$ cat src/rtl/bxu_pkg.sv
package bxu_pkg;
  // instruction field positions (decoded by the unit)
  localparam int SEL_LSB  = 0;
  localparam int SEL_W    = 6;
  localparam int MIDX_LSB = 6;
  localparam int MIDX_W   = 4;
  localparam int OFF_LSB  = 10;
  localparam int OFF_W    = 8;
  localparam int OPT_LSB  = 18;
  localparam int OPT_W    = 3;
  localparam int BIDX_LSB = 21;
  localparam int BIDX_W   = 5;
  localparam int GRP_LSB  = 26;
  localparam int GRP_W    = 6;
  localparam int WORD_W   = 32;

  localparam logic [SEL_W-1:0] SEL_LOAD    = 6'h22;
  localparam logic [SEL_W-1:0] SEL_STORE   = 6'h23;
  localparam logic [SEL_W-1:0] SEL_LOAD_WB = 6'h24;
  localparam logic [SEL_W-1:0] SEL_STORE_WB = 6'h25;

  typedef enum logic [1:0] {
    ST_IDLE  = 2'd0,
    ST_ISSUE = 2'd1,
    ST_WAIT  = 2'd2,
    ST_WB    = 2'd3
  } state_t;

  typedef struct packed {
    logic              act;
    logic              is_load;
    logic              wb;
    logic [MIDX_W-1:0] midx;
    logic [BIDX_W-1:0] bidx;
    logic [OFF_W-1:0]  off;
  } op_t;
endpackage

$ cat src/rtl/bxu_decode.sv
module bxu_decode
  import bxu_pkg::*;
#(
  parameter int LANES      = 4,
  parameter logic [GRP_W-1:0] GROUP_CODE = 6'h1C,
  localparam int LIDX_W    = (LANES > 1) ? $clog2(LANES) : 1
) (
  input  logic [WORD_W-1:0] word,
  output op_t               op,
  output logic [LIDX_W-1:0] lane
);
  logic [SEL_W-1:0] sel;
  logic [OPT_W-1:0] opt;
  logic             grp_ok;
  logic             known;

  assign sel    = word[SEL_LSB +: SEL_W];
  assign opt    = word[OPT_LSB +: OPT_W];
  assign grp_ok = (word[GRP_LSB +: GRP_W] == GROUP_CODE);

  always_comb begin
    known = 1'b0;
    unique case (sel)
      SEL_LOAD, SEL_STORE, SEL_LOAD_WB, SEL_STORE_WB: known = 1'b1;
      default:                                        known = 1'b0;
    endcase
  end

  always_comb begin
    op.act     = grp_ok && known && (int'(opt) < LANES);
    op.is_load = (sel == SEL_LOAD) || (sel == SEL_LOAD_WB);
    op.wb      = (sel == SEL_LOAD_WB) || (sel == SEL_STORE_WB);
    op.midx    = word[MIDX_LSB +: MIDX_W];
    op.bidx    = word[BIDX_LSB +: BIDX_W];
    op.off     = word[OFF_LSB +: OFF_W];
    lane       = opt[LIDX_W-1:0];
  end
endmodule

$ cat src/rtl/bxu_agen.sv
module bxu_agen #(
  parameter int ADDR_W = 32,
  parameter int OFF_W  = 8
) (
  input  logic [ADDR_W-1:0] base,
  input  logic [OFF_W-1:0]  off,
  output logic [ADDR_W-1:0] ea
);
  logic [ADDR_W-1:0] disp;

  assign disp = {{(ADDR_W-OFF_W){off[OFF_W-1]}}, off};
  assign ea   = base + disp;
endmodule

$ cat src/rtl/bxu_pick.sv
module bxu_pick #(
  parameter int MREG_W  = 32,
  parameter int LANE_W  = 8,
  localparam int LANES  = MREG_W / LANE_W,
  localparam int LIDX_W = (LANES > 1) ? $clog2(LANES) : 1
) (
  input  logic [MREG_W-1:0] word,
  input  logic [LIDX_W-1:0] lane,
  output logic [LANE_W-1:0] byte_out
);
  always_comb begin
    byte_out = '0;
    for (int i = 0; i < LANES; i++) begin
      if (lane == LIDX_W'(i)) byte_out = word[i*LANE_W +: LANE_W];
    end
  end
endmodule

$ cat src/rtl/bxu_merge.sv
module bxu_merge #(
  parameter int MREG_W  = 32,
  parameter int LANE_W  = 8,
  localparam int LANES  = MREG_W / LANE_W,
  localparam int LIDX_W = (LANES > 1) ? $clog2(LANES) : 1
) (
  input  logic [MREG_W-1:0] word,
  input  logic [LIDX_W-1:0] lane,
  input  logic [LANE_W-1:0] byte_in,
  output logic [MREG_W-1:0] merged
);
  for (genvar g = 0; g < LANES; g++) begin : g_lane
    assign merged[g*LANE_W +: LANE_W] =
      (lane == LIDX_W'(g)) ? byte_in : word[g*LANE_W +: LANE_W];
  end
endmodule

$ cat src/rtl/byte_xfer_unit.sv
module byte_xfer_unit
  import bxu_pkg::*;
#(
  parameter int ADDR_W = 32,
  parameter int MREG_W = 32,
  parameter int LANE_W = 8,
  parameter logic [5:0] GROUP_CODE = 6'h1C
) (
  input  logic              clk,
  input  logic              rst,
  input  logic              instr_valid,
  output logic              instr_ready,
  input  logic [31:0]       instr_word,
  output logic [4:0]        gpr_rd_idx,
  input  logic [ADDR_W-1:0] gpr_rd_data,
  output logic              gpr_wr_en,
  output logic [4:0]        gpr_wr_idx,
  output logic [ADDR_W-1:0] gpr_wr_data,
  output logic [3:0]        mreg_rd_idx,
  input  logic [MREG_W-1:0] mreg_rd_data,
  output logic              mreg_wr_en,
  output logic [3:0]        mreg_wr_idx,
  output logic [MREG_W-1:0] mreg_wr_data,
  output logic              mem_req_valid,
  output logic              mem_req_we,
  output logic [ADDR_W-1:0] mem_req_addr,
  output logic [LANE_W-1:0] mem_req_wdata,
  input  logic              mem_rsp_valid,
  input  logic [LANE_W-1:0] mem_rsp_data
);
  localparam int LANES  = MREG_W / LANE_W;
  localparam int LIDX_W = (LANES > 1) ? $clog2(LANES) : 1;

  state_t            state;
  op_t               op;
  logic [LIDX_W-1:0] lane;
  logic [ADDR_W-1:0] ea;
  logic [MREG_W-1:0] mrd;
  logic [LANE_W-1:0] picked;
  logic [MREG_W-1:0] merged;

  // operand hold for the pending load
  logic [MREG_W-1:0] held_q;
  logic [LIDX_W-1:0] lane_q;
  logic [MIDX_W-1:0] midx_q;
  logic              load_q;

  bxu_decode #(.LANES(LANES), .GROUP_CODE(GROUP_CODE)) u_decode (
    .word (instr_word),
    .op   (op),
    .lane (lane)
  );

  assign gpr_rd_idx  = op.bidx;
  assign mreg_rd_idx = op.midx;
  assign mrd         = (op.midx == '0) ? '0 : mreg_rd_data;  // index 0 is hard zero
  assign instr_ready = (state == ST_IDLE);

  bxu_agen #(.ADDR_W(ADDR_W), .OFF_W(OFF_W)) u_agen (
    .base (gpr_rd_data),
    .off  (op.off),
    .ea   (ea)
  );

  bxu_pick #(.MREG_W(MREG_W), .LANE_W(LANE_W)) u_pick (
    .word     (mrd),
    .lane     (lane),
    .byte_out (picked)
  );

  bxu_merge #(.MREG_W(MREG_W), .LANE_W(LANE_W)) u_merge (
    .word    (held_q),
    .lane    (lane_q),
    .byte_in (mem_rsp_data),
    .merged  (merged)
  );

  always_ff @(posedge clk) begin
    if (rst) begin
      state         <= ST_IDLE;
      mem_req_valid <= 1'b0;
      mem_req_we    <= 1'b0;
      mem_req_addr  <= '0;
      mem_req_wdata <= '0;
      gpr_wr_en     <= 1'b0;
      gpr_wr_idx    <= '0;
      gpr_wr_data   <= '0;
      mreg_wr_en    <= 1'b0;
      mreg_wr_idx   <= '0;
      mreg_wr_data  <= '0;
      held_q        <= '0;
      lane_q        <= '0;
      midx_q        <= '0;
      load_q        <= 1'b0;
    end else begin
      mem_req_valid <= 1'b0;
      gpr_wr_en     <= 1'b0;
      mreg_wr_en    <= 1'b0;
      case (state)
        ST_IDLE: begin
          // inactive words are consumed here without any side effect
          if (instr_valid && op.act) begin
            state         <= ST_ISSUE;
            mem_req_valid <= 1'b1;
            mem_req_we    <= !op.is_load;
            mem_req_addr  <= ea;
            mem_req_wdata <= op.is_load ? '0 : picked;
            gpr_wr_en     <= op.wb;
            gpr_wr_idx    <= op.bidx;
            gpr_wr_data   <= ea;
            held_q        <= mrd;
            lane_q        <= lane;
            midx_q        <= op.midx;
            load_q        <= op.is_load;
          end
        end
        ST_ISSUE: state <= load_q ? ST_WAIT : ST_IDLE;
        ST_WAIT: begin
          if (mem_rsp_valid) begin
            state        <= ST_WB;
            mreg_wr_en   <= (midx_q != '0);
            mreg_wr_idx  <= midx_q;
            mreg_wr_data <= merged;
          end
        end
        ST_WB:   state <= ST_IDLE;
        default: state <= ST_IDLE;
      endcase
    end
  end
endmodule

$ cat config.mk
export PLATFORM = sky130hd
export DESIGN_NAME = byte_xfer_unit
export DESIGN_NICKNAME = d
export VERILOG_FILES = /design/src/rtl/bxu_pkg.sv /design/src/rtl/bxu_decode.sv /design/src/rtl/bxu_agen.sv /design/src/rtl/bxu_pick.sv /design/src/rtl/bxu_merge.sv /design/src/rtl/byte_xfer_unit.sv
export SDC_FILE = /design/constraint.sdc
export NUM_CORES = 1
export LEC_CHECK = 0
export BUFFER_PORTS_ARGS = -buffer_cell sky130_fd_sc_hd__buf_2
export CAP_MARGIN = 25
export CORE_AREA = 2 2 136 138
export DETAILED_ROUTE_END_ITERATION = 8
export DIE_AREA = 0 0 138 140
export GPL_TIMING_DRIVEN = 0
export PLACE_DENSITY_LB_ADDON = 0.08
export SLEW_MARGIN = 20
export SYNTH_ARGS = -nofsm -noshare
export SYNTH_HDL_FRONTEND = slang
export SYNTH_SLANG_ARGS = --single-unit
$ cat constraint.sdc
create_clock -name clk -period 2.4 [get_ports clk]
set_input_delay 0.24 -clock clk [delete_from_list [all_inputs] [get_ports clk]]
set_output_delay 0.24 -clock clk [all_outputs]
set_load 0.01 [all_outputs]
==> reports/metrics.cfg <==
[synthesis]
synth_cell_types = 62
synth_seq_cells = 126
synth_warnings = 0
synth-seq-area-share_pct = 35.9
syn_area_per_cell_um2 = 7.91
synth_nets = 1027
synthArstFlopShare_pct = 0
synth_edf_count = 0
synth_ff_type = dfxtp_1
syn_area_um2 = 7020
synth_cells = 887

[pwr]
p_int_mw = 3.84
clkPwrFrac_pct = 46.4
ir_drop_mv = 0.501
switchingPower_mw = 1.49
power_leakage_nw = 3.89
power_frac_comb_pct = 14.4
switching_share_pct = 27.9
powerDensity_nw_per_um2 = 590
p_seq_share_pct = 39.2

[hold_path]
worstHoldStart = instr_word[23]
hp-class = in2reg

[timing]
tightest_slew_ns = 0.775
period_share_pct = 92.4
relSlewSlack_pct = 47.9
finalHoldViolations = 0
fin_crit_ns = 2.22
setup-violations-final = 0
rsz0062_at_grt = no
report.final.slew_viol_count = 0
fmaxAchievable_mhz = 451
finClkSkew_ns = 0.0115
timing.final.ws_setup_ns = 0.182

[clock_tree]
htree_num_levels = 4
clk_root_buffer_cell = clkbuf_16
cts_buffer_depth = 2
clk_pin_slew_ns = 0.06
numClockSinks = 126
clk_latency_ns = 0.43
cts_tree = yes
cts_buffers = 17
post_cts_buffers = 0

[worst_setup_path]
cp-end-kind = flop
cp.required_ns = 2.67
crit_buf_inv = 1
path_cells = buf_2 -> ha_1 -> fa_1 -> a211oi_2 -> o211ai_1 -> a21oi_2 -> a21o_1 -> a32o_1 -> xor2_1 -> a211oi_1
worst_path_max_delay_cell = fa_1
cpPeakStageDelay_ns = 0.44
start_kind = primary input
cp_max_fo = 4
timing.rr.start = state[0]$_SDFFE_PP0P_
reg2reg_slack_ns = 0.38
path_class = in2reg
path_delay_family = compound AO/OA/AOI/OAI gates
crit_arrival_ns = 2.48
startpoint = gpr_rd_data[0]

[global_route]
antenna_found_initial = 1
grt_use_total_pct = 24.8
grt_pass1_wl_um = 38300
grt.overflow.total = 0
grt_max_degree = 26
grt_pass1_vias = 6843

[floorplan]
core_um2 = 17800
start_util_pct = 39.5
die_area_um2 = 19300
rows = 49
fp.dieW_um = 138
die_h_um = 140
ios = 235

[finish]
stdcell_area_um2 = 9040
fin_util_pct = 50.9
layout_common_cells = buf_2 (241), nand2_1 (150), dfxtp_1 (126), a21oi_1 (110), nor2_1 (59)
areaGrowthSynthToFinish_pct = 28.8
fillers = 1844
fin_nets = 1279
drive_gt1_share_pct = 28.7
mostFrequentLayoutCell = buf_2
antennaDiodeCount = 0

[detailed_routing]
drc = 0
initialDrtViolationCount = 486
drtPass1Iterations = 6
routed_wl_um = 24100
dr_total_vias = 7365
viasPerCell = 5.34
final_antenna_net_count = 0
wire_per_inst_um = 17.5

[placed_design]
place_worst_setup_slack_ns = -0.430
numPortBuffers = 233
place_congestion = 0.884
dpl_cell_area_um2 = 8470
dpl.hpwl_um = 19000

[run_status]
status = finished clean

[flow_run]
maxCapViolations = 0

## worst reg2reg max path: cells and delay by family (launching register included)
family | cells | cell delay [ns]
AOI/OAI and AO/OA | 1 | 0.13
buffers and inverters | 2 | 0.83
and+or+nand+nor | 3 | 0.65
DFF | 1 | 0.35
## state kept, by name, indices dropped and copies added, names as in the netlist, named ones only
signal,count
mem_req_wdata,8
mreg_wr_idx,4
midx_q,4
held_q,32
gpr_wr_en,1
mreg_wr_en,1
load_q,1
mem_req_valid,1
mreg_wr_data,32
lane_q,2
gpr_wr_idx,5
mem_req_we,1
mem_req_addr,32
state,1
## synth_stat cells (all sizes together) (3+ instances only)
| cell type | count | area, um2 |
|---|---|---|
| a211oi | 25 | 188 |
| a21o | 16 | 120 |
| a21oi | 111 | 559 |
| a311oi | 16 | 140 |
| a31oi | 9 | 56.3 |
| and2 | 3 | 18.8 |
| and3 | 7 | 43.8 |
| buf | 53 | 364 |
| clkbuf | 50 | 188 |
| dfxtp | 126 | 2520 |
| ha | 31 | 388 |
| inv | 8 | 30.0 |
| mux2i | 16 | 160 |
| mux4 | 6 | 135 |
| nand2 | 150 | 563 |
| nand2b | 6 | 37.5 |
| nand3 | 52 | 260 |
| nand4 | 10 | 62.6 |
| nor2 | 59 | 221 |
| nor2b | 3 | 18.8 |
| nor3 | 9 | 45.0 |
| nor4b | 3 | 32.5 |
| o2111ai | 3 | 26.3 |
| o211ai | 7 | 52.6 |
| o21a | 4 | 30.0 |
| o21ai | 38 | 190 |
| o22ai | 3 | 18.8 |
| xnor2 | 14 | 123 |
| xor2 | 9 | 78.8 |
## final timing paths
path	end	depth (start not counted)
max	mem_req_addr[24]$_SDFFE_PP0P_	10
min	gpr_wr_idx[2]$_SDFFE_PP0P_	3
max reg2reg	mreg_wr_idx[3]$_SDFFE_PP0P_	6
min reg2reg	mreg_wr_idx[2]$_SDFFE_PP0P_	2
## through the flow
step / std cells / total power [mW] / hold WS (ns) / TNS, ns
floorplan: 887 / 2.63 / 0.376 / 0
global placement: 1349 / 2.90 / 0.437 / -7.23
detailed placement: 1349 / 2.89 / 0.443 / -8.59
CTS: 1380 / 5.36 / 0.0566 / 0
global route: 1380 / 5.54 / 0.0795 / 0
finish: 1380 / 5.33 / 0.0616 / 0
## layout make-up
| type | instances | area (um2) | area share, % |
|---|---|---|---|
| buffer | 103 | 554 | 6.13 |
| inverter | 8 | 30.0 | 0.332 |
| timing repair buffer | 233 | 1170 | 13.0 |
| clock buffer | 17 | 425 | 4.71 |
| tap | 229 | 287 | 3.17 |
| sequential | 126 | 2520 | 27.9 |
| multi-input combinational | 650 | 3920 | 43.3 |
| clock inverter | 14 | 131 | 1.45 |
## power groups by stage
stage / clock network [mW] / registers [mW] / logic (mW)
2_1_floorplan: 0 / 2.14 / 0.488
3_3_place_gp: 0 / 2.14 / 0.757
6_report: 2.47 / 2.09 / 0.767
3_5_place_dp: 0 / 2.14 / 0.754
5_1_grt: 2.60 / 2.09 / 0.851
4_1_cts: 2.51 / 2.09 / 0.761
## timing repair
item                                    4_1_cts  5_1_grt
gates resized for setup                       1        6
cloned                                        0        0
endpoints found under the hold margin         0        0
hold buffers                                  0        0
endpoints found under the setup margin        1       16
## cells by family after synthesis
family                     Yosys count  synth area share, %
DFF                                126                 35.9
and+or+nand+nor                    317                 20.2
buffers and inverters              111                 8.29
adders and majority gates           32                 5.81
AOI/OAI and AO/OA                  255                 22.5
muxes                               23                 4.37
xor gates and xnor gates            23                 2.87
## metal layers
layer | track usage [%] | vias to the layer above | wire [um]
met5 | 0 | - | 8
met1 | 35.4 | 3412 | 11500
met2 | 38.2 | 275 | 10500
met3 | 5.50 | 20 | 1830
met4 | 6.28 | 2 | 254
li1 | - | 3656 | -
(Power assumes the default switching activity.)
